===== src/rtl/clkseq_pkg.sv =====
package clkseq_pkg;
  localparam int NUM_REGS = 11;
  localparam int AW       = 7;
  localparam int DW       = 16;
  localparam int IW       = $clog2(NUM_REGS);

  typedef enum logic [2:0] {
    S_IDLE,
    S_PREP,
    S_ISSUE,
    S_WAIT,
    S_SETTLE
  } seq_state_t;

  function automatic logic [AW-1:0] reg_addr(input logic [IW-1:0] k);
    case (k)
      4'd0:    reg_addr = 7'h08;
      4'd1:    reg_addr = 7'h09;
      4'd2:    reg_addr = 7'h14;
      4'd3:    reg_addr = 7'h15;
      4'd4:    reg_addr = 7'h16;
      4'd5:    reg_addr = 7'h18;
      4'd6:    reg_addr = 7'h19;
      4'd7:    reg_addr = 7'h1A;
      4'd8:    reg_addr = 7'h28;
      4'd9:    reg_addr = 7'h4E;
      4'd10:   reg_addr = 7'h4F;
      default: reg_addr = 7'h00;
    endcase
  endfunction
endpackage


===== src/rtl/clkseq_tick.sv =====
module clkseq_tick #(
  parameter int LIMIT = 16
) (
  input  logic clk,
  input  logic rst_n,
  input  logic clear,
  input  logic run,
  output logic last
);
  localparam int CW = (LIMIT > 1) ? $clog2(LIMIT) : 1;

  logic [CW-1:0] cnt;

  assign last = (cnt == CW'(LIMIT - 1));

  always_ff @(posedge clk) begin
    if (!rst_n)             cnt <= '0;
    else if (clear)         cnt <= '0;
    else if (run && !last)  cnt <= cnt + 1'b1;
  end

  AST_TICK_BOUND: assert property (@(posedge clk) disable iff (!rst_n)
    last && run && !clear |=> last);
endmodule


===== src/rtl/clkseq_drp_drive.sv =====
module clkseq_drp_drive
  import clkseq_pkg::*;
(
  input  logic [NUM_REGS*DW-1:0] words,
  input  logic [IW-1:0]          idx,
  input  logic                   strobe,
  output logic [AW-1:0]          addr,
  output logic [DW-1:0]          di,
  output logic                   en,
  output logic                   we
);
  logic [DW-1:0] w_arr [NUM_REGS];

  for (genvar g = 0; g < NUM_REGS; g++) begin : g_unpack
    assign w_arr[g] = words[g*DW +: DW];
  end

  logic [DW-1:0] sel_word;
  always_comb begin
    sel_word = '0;
    for (int i = 0; i < NUM_REGS; i++)
      if (idx == IW'(i)) sel_word = w_arr[i];
  end

  assign en   = strobe;
  assign we   = strobe;
  assign addr = strobe ? reg_addr(idx) : '0;
  assign di   = strobe ? sel_word : '0;
endmodule


===== src/rtl/clk_reconfig_seq.sv =====
module clk_reconfig_seq
  import clkseq_pkg::*;
#(
  parameter int SETTLE_CYCLES  = 10000,
  parameter int TIMEOUT_CYCLES = 64
) (
  input  logic                   clk,
  input  logic                   rst_n,
  input  logic                   start,
  input  logic [NUM_REGS*DW-1:0] cfg_words,
  input  logic                   sw_rst,
  input  logic                   lock,
  input  logic                   drp_rdy,
  output logic [AW-1:0]          drp_addr,
  output logic [DW-1:0]          drp_di,
  output logic                   drp_en,
  output logic                   drp_we,
  output logic                   synth_rst,
  output logic                   busy,
  output logic                   done,
  output logic                   err_lock,
  output logic                   err_timeout
);
  seq_state_t    state;
  logic [IW-1:0] idx;
  logic          to_last, settle_last;

  clkseq_tick #(.LIMIT(TIMEOUT_CYCLES)) u_timeout (
    .clk(clk), .rst_n(rst_n),
    .clear(state != S_WAIT), .run(state == S_WAIT), .last(to_last)
  );

  clkseq_tick #(.LIMIT(SETTLE_CYCLES)) u_settle (
    .clk(clk), .rst_n(rst_n),
    .clear(state != S_SETTLE), .run(state == S_SETTLE), .last(settle_last)
  );

  clkseq_drp_drive u_drive (
    .words(cfg_words), .idx(idx), .strobe(state == S_ISSUE),
    .addr(drp_addr), .di(drp_di), .en(drp_en), .we(drp_we)
  );

  always_ff @(posedge clk) begin
    if (!rst_n) begin
      state       <= S_IDLE;
      idx         <= '0;
      done        <= 1'b0;
      err_lock    <= 1'b0;
      err_timeout <= 1'b0;
    end else begin
      case (state)
        S_IDLE: if (start) begin
          state       <= S_PREP;
          idx         <= '0;
          done        <= 1'b0;
          err_lock    <= 1'b0;
          err_timeout <= 1'b0;
        end
        S_PREP:  state <= S_ISSUE;
        S_ISSUE: state <= S_WAIT;
        S_WAIT: begin
          if (drp_rdy) begin
            if (idx == IW'(NUM_REGS - 1)) state <= S_SETTLE;
            else begin
              idx   <= idx + 1'b1;
              state <= S_ISSUE;
            end
          end else if (to_last) begin
            state       <= S_IDLE;
            err_timeout <= 1'b1;
          end
        end
        S_SETTLE: if (settle_last) begin
          state <= S_IDLE;
          if (lock) done     <= 1'b1;
          else      err_lock <= 1'b1;
        end
        default: state <= S_IDLE;
      endcase
    end
  end

  assign busy      = (state != S_IDLE);
  assign synth_rst = sw_rst || (state == S_PREP) || (state == S_ISSUE) || (state == S_WAIT);

  AST_EN_ONE_CYCLE: assert property (@(posedge clk) disable iff (!rst_n)
    drp_en |=> !drp_en);
  AST_RST_COVERS_WRITE: assert property (@(posedge clk) disable iff (!rst_n)
    drp_en |-> synth_rst);
  AST_FLAGS_EXCL: assert property (@(posedge clk) disable iff (!rst_n)
    $onehot0({done, err_lock, err_timeout}));
  AST_IDLE_QUIET: assert property (@(posedge clk) disable iff (!rst_n)
    !busy |-> !drp_en);
  AST_DONE_STICKY: assert property (@(posedge clk) disable iff (!rst_n)
    done && !start |=> done);
  AST_BUSY_NO_FLAGS: assert property (@(posedge clk) disable iff (!rst_n)
    busy |-> !done && !err_lock && !err_timeout);
endmodule


===== config.mk =====
export PLATFORM = sky130hd
export DESIGN_NAME = clk_reconfig_seq
export DESIGN_NICKNAME = d
export VERILOG_FILES = /design/src/rtl/clkseq_pkg.sv /design/src/rtl/clkseq_tick.sv /design/src/rtl/clkseq_drp_drive.sv /design/src/rtl/clk_reconfig_seq.sv
export SDC_FILE = /design/constraint.sdc
export NUM_CORES = 1
export LEC_CHECK = 0
export CORE_ASPECT_RATIO = 0.6
export CORE_UTILIZATION = 35
export CTS_BUF_LIST = sky130_fd_sc_hd__clkbuf_16
export DETAILED_ROUTE_END_ITERATION = 8
export GPL_ROUTABILITY_DRIVEN = 0
export PLACE_DENSITY = 0.75
export SETUP_SLACK_MARGIN = 0.1
export SLEW_MARGIN = 20
export SYNTH_ARGS = -nofsm -noshare
export SYNTH_HDL_FRONTEND = slang
export SYNTH_SLANG_ARGS = --single-unit

===== constraint.sdc =====
create_clock -name clk -period 2.7 [get_ports clk]
set_clock_uncertainty 0.2 [all_clocks]
set_input_delay 0.54 -clock clk [delete_from_list [all_inputs] [get_ports clk]]
set_output_delay 0.54 -clock clk [all_outputs]
set_load 0.01 [all_outputs]

==> metrics.md, run 1 <==
| Metric | Value |
|---|---|
| Buffer type at the clock tree root | sky130_fd_sc_hd__clkbuf_16 |
| Data required time of the critical path | 1960 ps |
| Most frequent standard cell in the layout excluding fill and tap cells | sky130_fd_sc_hd__clkdlybuf4s50_1 |
| Sequential share of the synthesized area | 19.81% |
| Largest delay contributor family on the critical path | compound AO/OA/AOI/OAI gates |
| Initial Utilization | 36.94% |
| Critical-path cell list | inv_6 -> ha_4 -> nor2b_4 -> buf_8 -> buf_6 -> a221oi_4 -> o32ai_4 -> a22oi_2 -> o22ai_2 -> buf_2 |
| Cell area power density | 286.2 mW/mm2 |
| Number of violations reported at the end of detailed-routing iteration 0 | 612 |
| Top library cells by usage in the layout, fill and taps aside | 193 x sky130_fd_sc_hd__clkdlybuf4s50_1, 64 x sky130_fd_sc_hd__buf_4, 50 x sky130_fd_sc_hd__nor2b_1, 38 x sky130_fd_sc_hd__o21ai_0, 33 x sky130_fd_sc_hd__dfxtp_1 |
| Die Span Y | 82.07 um |
| Mean instance size in the synthesized netlist | 7.406 um2 |
| Number of hold violations in the final report | 0 |
| Vias in the first global route | 5,407 |
| Max-cap viol count | 0 |
| Overflow left after global routing | 0 |
| Placed standard-cell area | 0.006506 mm2 |
| Detail-routed via count per cell | 6.345 |
| Worst hold-check slack | 314.2 ps |
| Clock latency at the later pin of the worst-skew pair | 290 ps |
| Portion of netlist area occupied by mux cells | 1.372% |
| Fraction of final layout cells sized beyond drive strength 1 | 30.68% |
| Total routed wirelength | 21.38 mm |
| RSZ-0062 raised after global routing | yes |
| Nets | 957 |
| Synth Area in Simple Gates | 27.90% |
| Slew at the pin with the worst max-slew slack | 559.3 ps |
| Number of different library cells in the post-synthesis netlist | 56 |
| Post-detailed-placement half-perimeter wirelength | 13.36 mm |
| Tmin final | 3127 ps |
| LEAKAGE | 0.002720 uW |
| First-pass GRT wire length | 29.35 mm |
| Adder-cell share of the synthesized area | 3.346% |
| Worst min-delay path class | reg2reg |
| PnR worst setup slack | -426.6 ps |
| Syn-to-layout area delta | 105.7% |
| Flip-flop and latch count after synthesis | 37 |
| Number of search-and-repair iterations in the first detailed-routing pass | 7 |
| Std-Cell Rows | 28 |
| Outcome | finished with violations |
| Type of the setup path with the least slack | reg2out |
| Count of port buffers added during placement | 211 |
| Clock Pin Slew Worst Setup and Hold Paths | 60 ps |
| Maximum count of clock buffers along a single path | 2 |
| Endpoints failing setup | 16 |
| Die span in x | 135.5 um |
| Failing checks | negative setup slack |
| Ys async rst share | 0% |
| WP buf/inv | 4 |
| Fraction of the cycle the final worst path needs | 115.8% |
| Placeable core region | 0.01012 mm2 |
| Yosys Warn Count | 0 |
| DRC errors left | 0 |
| Area fraction in compound gates after synthesis | 37.17% |
| Sort of element at the end of the critical path | output port |
| XOR/XNOR Fraction of Synth Area | 3.279% |
| Die outline area | 0.01112 mm2 |
| Number of antenna-violating nets in the routed design | 0 |
| Data arrival at the endpoint of the critical path | 2390 ps |
| CTS tree | done |
| Number of CTS-inserted buffers | 5 |
| Initial antenna violation count | 1 |
| Maximum single-stage delay on the critical path | 420 ps |
| Number of slew-limit violations in the final report | 0 |
| Largest fanout on the critical path | 7 |
| Top Ports | 212 |
| Maximum number of pins on one net before global-route repair | 38 |
| Number of nets in the synthesized netlist | 697 |
| Post-synthesis instance area | 0.003740 mm2 |
| GRT Util Overall | 34.80% |
| Worst IR drop on VDD | 0.2569 mV |
| Slowest stage cell on the critical path | sky130_fd_sc_hd__dfxtp_4 |
| Worst slew margin relative to its limit | 62.37% |
| CTS H-tree depth | 2 |
| Count of flip-flops with a built-in enable after synthesis | 0 |
| Gate count of the mapped netlist | 505 |
| Total via count in the routed design | 5,723 |
| WL per Instance | 23.70 um |
| Type of element launching the critical path | register |
| Dominant combinational cell family by area after synthesis | compound AO/OA/AOI/OAI gates |
| Highest clock frequency the design can meet | 319.8 MHz |
| Most common flop cell mapped by yosys | sky130_fd_sc_hd__dfxtp_1 |
| Final instance area | 0.007691 mm2 |
| Clk sink count | 37 |
## worst min-delay path, delay by kind of cell (launching register included)
family          cells  cell delay [ps]
flops               1              340
compound gates      1               60
simple gates        1               80
## through the flow
| stage | cells | TNS [ps] | worst slack [ps] | power (uW) | util (%) |
|---|---|---|---|---|---|
| 2_1_floorplan | 505 | 0 | 98.61 | 873.1 | - |
| 3_3_place_gp | 869 | -9700 | -646.2 | 1359 | 64.26 |
| 3_5_place_dp | 869 | -10780 | -661.2 | 1369 | 64.26 |
| 4_1_cts | 891 | -3055 | -219.4 | 2105 | 73.73 |
| 5_1_grt | 902 | -5725 | -496.8 | 2267 | 75.96 |
| 6_report | 902 | -4915 | -426.6 | 2201 | 75.96 |
## cell families (layout without fill, tap and decap cells)
kind of cell,after synthesis,in the layout
other cells,0,1
simple gates,178,179
compound gates,197,197
buf+inv,64,324
flops,37,37
fa+ha+maj,10,10
xor+xnor,14,14
mux,5,5
## per-layer routing
| layer | GRT usage (%) | wire length, um |
|---|---|---|
| met4 | 17.64 | 1254 |
| met3 | 10.68 | 2190 |
| met5 | 0 | 0 |
| met2 | 57.54 | 9572 |
| met1 | 41.20 | 8358 |
## cells in the mapped netlist, drive strengths merged, types with 3 or more instances
master,count,share of area [%]
a31oi,4,0.67
nor3,3,0.40
a21oi,15,2.1
buf,10,1.6
a22oi,31,6.2
xor2,7,1.6
and2,12,2.0
nor2,29,2.9
o22ai,16,2.7
nand4,4,0.67
a221oi,31,7.3
xnor2,7,1.6
inv,10,1.0
nor2b,54,9.0
and3,6,1.0
o21ai,56,7.5
clkbuf,44,4.5
dfxtp,37,20
nand2b,3,0.50
nand3b,16,3.2
o32ai,17,4.0
nand3,10,1.3
mux2i,4,1.1
or3,6,1.0
nand2,16,1.6
a221o,15,4.0
ha,10,3.3
nor3b,4,0.80
o221ai,3,0.70
or2,3,0.50
## power by group
| part | leakage [uW] | total (uW) | switching [uW] | internal, uW |
|---|---|---|---|---|
| clock | 0.0000687 | 573 | 239 | 334 |
| sequential | 0.000302 | 565 | 9.45 | 555 |
| combinational | 0.00235 | 1060 | 461 | 603 |
## repair_timing
action | 4_1_cts | 5_1_grt
hold buffers | 0 | 0
setup endpoints to repair | 23 | 22
cloned | 3 | 0
resized for setup | 209 | 37
hold endpoints to repair | 0 | 0
pin swaps | 71 | 20
setup buffers | 12 | 10
## path summary, 6_finish.rpt
| path | slack (ps) | cells past startpoint | from | end |
|---|---|---|---|---|
| max reg2reg | 40 | 11 | idx[0] | register |
| max | -430 | 10 | idx[0] | drp_di[13] |
| min reg2reg | 310 | 2 | done | done |
| min | 310 | 2 | done | done |
## layout make-up
type,count,area (um2)
multi-input cells,405,3590
repair buffers,306,2994
fillers,603,2434
flip-flops and latches,37,753.2
well taps,135,168.9
clock buffers,5,125.1
inverters,10,45.04
clock inverters,3,12.51
diodes,1,2.502
Power figures use the tool's default switching activity.
==> inputs of run 2 (changes only) <==
- CORE_ASPECT_RATIO: 0.6 -> default
- GPL_TIMING_DRIVEN: default -> 0
==> metrics.md, run 2 (synthesis results as in run 1) <==
| Metric | Value |
|---|---|
| Largest fanout on the critical path | 6 (-1) |
| Post-detailed-placement half-perimeter wirelength | 13.56 mm (+1.5%) |
| Maximum number of pins on one net before global-route repair | 13 (-66%) |
| Die outline area | 0.01110 mm2 (-0.12%) |
| Critical-path cell list | inv_4 -> ha_4 -> nor2b_4 -> clkbuf_16 -> buf_4 -> a221oi_4 -> o32ai_2 -> a22oi_2 -> o22ai_2 -> buf_2 |
| First-pass GRT wire length | 30.51 mm (+4.0%) |
| Number of cell instances on the worst register-to-register path | 8 (-3) |
| Number of slew-limit violations in the final report | 0 (unchanged) |
| Number of antenna-violating nets in the routed design | 0 (unchanged) |
| Filler cells | 666 (+10%) |
| Combined flip-flop and latch cell area | 750.7 um2 (-0.33%) |
| WL per Instance | 24.75 um (+4.5%) |
| Number of violations reported at the end of detailed-routing iteration 0 | 485 (-21%) |
| Placed standard-cell area | 0.006091 mm2 (-6.4%) |
| Detail-routed via count per cell | 6.467 (+1.9%) |
| Multi-input gate area in the final layout | 0.003632 mm2 (+1.2%) |
| Endpoints failing setup | 16 (unchanged) |
| Setup Slack @ Placement | -997.7 ps (-336.6 ps) |
| Sink of the worst hold path | u_settle.cnt[10] |
| Tmin final | 3215 ps (+88.36 ps) |
| Clock latency at the later pin of the worst-skew pair | 280 ps (about the same) |
| Overflow left after global routing | 0 (unchanged) |
| Sum Neg Setup Slack | -5738 ps (-823.0 ps) |
| Initial Utilization | 36.23% (-0.71 points) |
| Nets | 954 (-0.31%) |
| Placeable core region | 0.01032 mm2 (+2.0%) |
| Max-cap viol count | 0 (unchanged) |
| Fraction of final layout cells sized beyond drive strength 1 | 31.19% (+0.51 points) |
| Worst min-delay path class | reg2reg |
| Largest delay contributor family on the critical path | compound AO/OA/AOI/OAI gates |
| Clock Pin Slew Worst Setup and Hold Paths | 60 ps (about the same) |
| Number of CTS-inserted buffers | 5 (unchanged) |
| Data arrival at the endpoint of the critical path | 2480 ps (+90 ps) |
| Sort of element at the end of the critical path | output port |
| Worst hold-check slack | 285.1 ps (-29.09 ps) |
| Worst slew margin relative to its limit | 61.86% (-0.51 points) |
| Total power consumption of the routed design | 2198 uW (-0.15%) |
| CTS tree | done |
| Number of search-and-repair iterations in the first detailed-routing pass | 7 (unchanged) |
| Highest clock frequency the design can meet | 311.0 MHz (-2.7%) |
| Number of logic stages on the critical path including buffering | 10 (unchanged) |
| Startpoint of the worst hold path | u_settle.cnt[10] |
| Final instance area | 0.007691 mm2 (unchanged) |
| Slew at the pin with the worst max-slew slack | 572.2 ps (+12.88 ps) |
| Number of buffers added to fix hold violations after cts | 0 (unchanged) |
| Count of port buffers added during placement | 210 (-0.47%) |
| Most frequent standard cell in the layout excluding fill and tap cells | sky130_fd_sc_hd__clkdlybuf4s50_1 |
| Maximum count of clock buffers along a single path | 2 (unchanged) |
| Cell area power density | 285.8 mW/mm2 (-0.15%) |
| PnR worst setup slack | -515.0 ps (-88.36 ps) |
| Outcome | finished with violations |
| Reg-to-reg critical path startpoint | idx[2] |
| Top library cells by usage in the layout, fill and taps aside | 183 x sky130_fd_sc_hd__clkdlybuf4s50_1, 53 x sky130_fd_sc_hd__o21ai_0, 50 x sky130_fd_sc_hd__nor2b_1, 35 x sky130_fd_sc_hd__buf_4, 33 x sky130_fd_sc_hd__dfxtp_1 |
| Syn-to-layout area delta | 105.7% (unchanged) |
| Failing checks | negative setup slack |
| Worst IR drop on VDD | 0.3172 mV (+23%) |
| DRC errors left | 0 (unchanged) |
| Vias in the first global route | 5,651 (+4.5%) |
| Die span in x | 105.4 um (-22%) |
| RSZ-0062 raised after global routing | yes |
| Type of the setup path with the least slack | reg2out |
| Initial antenna violation count | 1 (unchanged) |
| Hold-critical path depth | 2 (unchanged) |
| CTS H-tree depth | 2 (unchanged) |
| Data required time of the critical path | 1960 ps (about the same) |
| LEAKAGE | 0.002731 uW (+0.42%) |
| Type of element launching the critical path | register |
| Maximum single-stage delay on the critical path | 410 ps (about the same) |
| Std-Cell Rows | 37 (+32%) |
| GRT Util Overall | 35.12% (+0.33 points) |
| FF-to-FF setup slack | 230 ps (+190 ps) |
| Die Span Y | 105.4 um (+28%) |
| Top Ports | 212 (unchanged) |
| Fraction of the cycle the final worst path needs | 119.1% (+3.3 points) |
| Clk sink count | 37 (unchanged) |
| Total routed wirelength | 22.28 mm (+4.2%) |
| Total via count in the routed design | 5,820 (+1.7%) |
| Buffer type at the clock tree root | sky130_fd_sc_hd__clkbuf_16 |
| Slowest stage cell on the critical path | sky130_fd_sc_hd__dfxtp_4 |
| Number of hold violations in the final report | 0 (unchanged) |
| WP buf/inv | 4 (unchanged) |
[run 2: layout make-up]
type,count,area share [%]
antenna,1,0.03254
buffer,51,6.719
clock buffer,5,1.627
clock inverter,3,0.2278
inverter,10,0.5857
multi-input combinational,404,47.23
sequential,37,9.761
tap,136,2.212
timing repair buffer,253,31.61
[run 2: metrics by stage]
step                utilization, %  cells
floorplan                        -    505
global placement             59.00    851
detailed placement           59.00    851
CTS                          70.97    889
global route                 74.48    899
finish                       74.50    900
[run 2: timing repair]
action	CTS	global route
pin swaps	78	38
buffers inserted	25	12
resized for setup	268	88
cloned	5	1
endpoints found under the setup margin	31	28
hold endpoints to repair	0	0
[run 2: worst max path at each step]
stage            from         end  slack (ps)
3_5_place_dp   idx[2]  drp_di[11]       -1000
6_report       idx[1]  drp_di[12]        -520
3_3_place_gp   idx[2]  drp_di[11]       -1010
4_1_cts        idx[1]   drp_di[8]        -300
5_1_grt        idx[1]  drp_di[10]        -690
2_1_floorplan  idx[1]  drp_di[10]         100
[run 2: per-layer routing]
layer  routed length (um)  vias up  GRT usage (%)
met5                    0        -              0
met4                 1867        0          21.83
met3                 2286      163          7.669
met2                10630      435          63.44
met1                 7494     2758          36.91
li1                     -     2464              -
[run 2: worst reg2reg max path, cell delays in order (launching register included)]
cell	delay (ps)
sky130_fd_sc_hd__dfxtp_2	330
sky130_fd_sc_hd__buf_6	130
sky130_fd_sc_hd__buf_4	150
sky130_fd_sc_hd__and3b_1	300
sky130_fd_sc_hd__buf_6	210
sky130_fd_sc_hd__o211ai_1	150
sky130_fd_sc_hd__o221ai_1	500
sky130_fd_sc_hd__nor2_1	110
sky130_fd_sc_hd__o32ai_2	300
[run 2: where the power goes]
group	switching, uW	internal (uW)
Sequential	9.45	556
Combinational	466	598
Clock	230	338
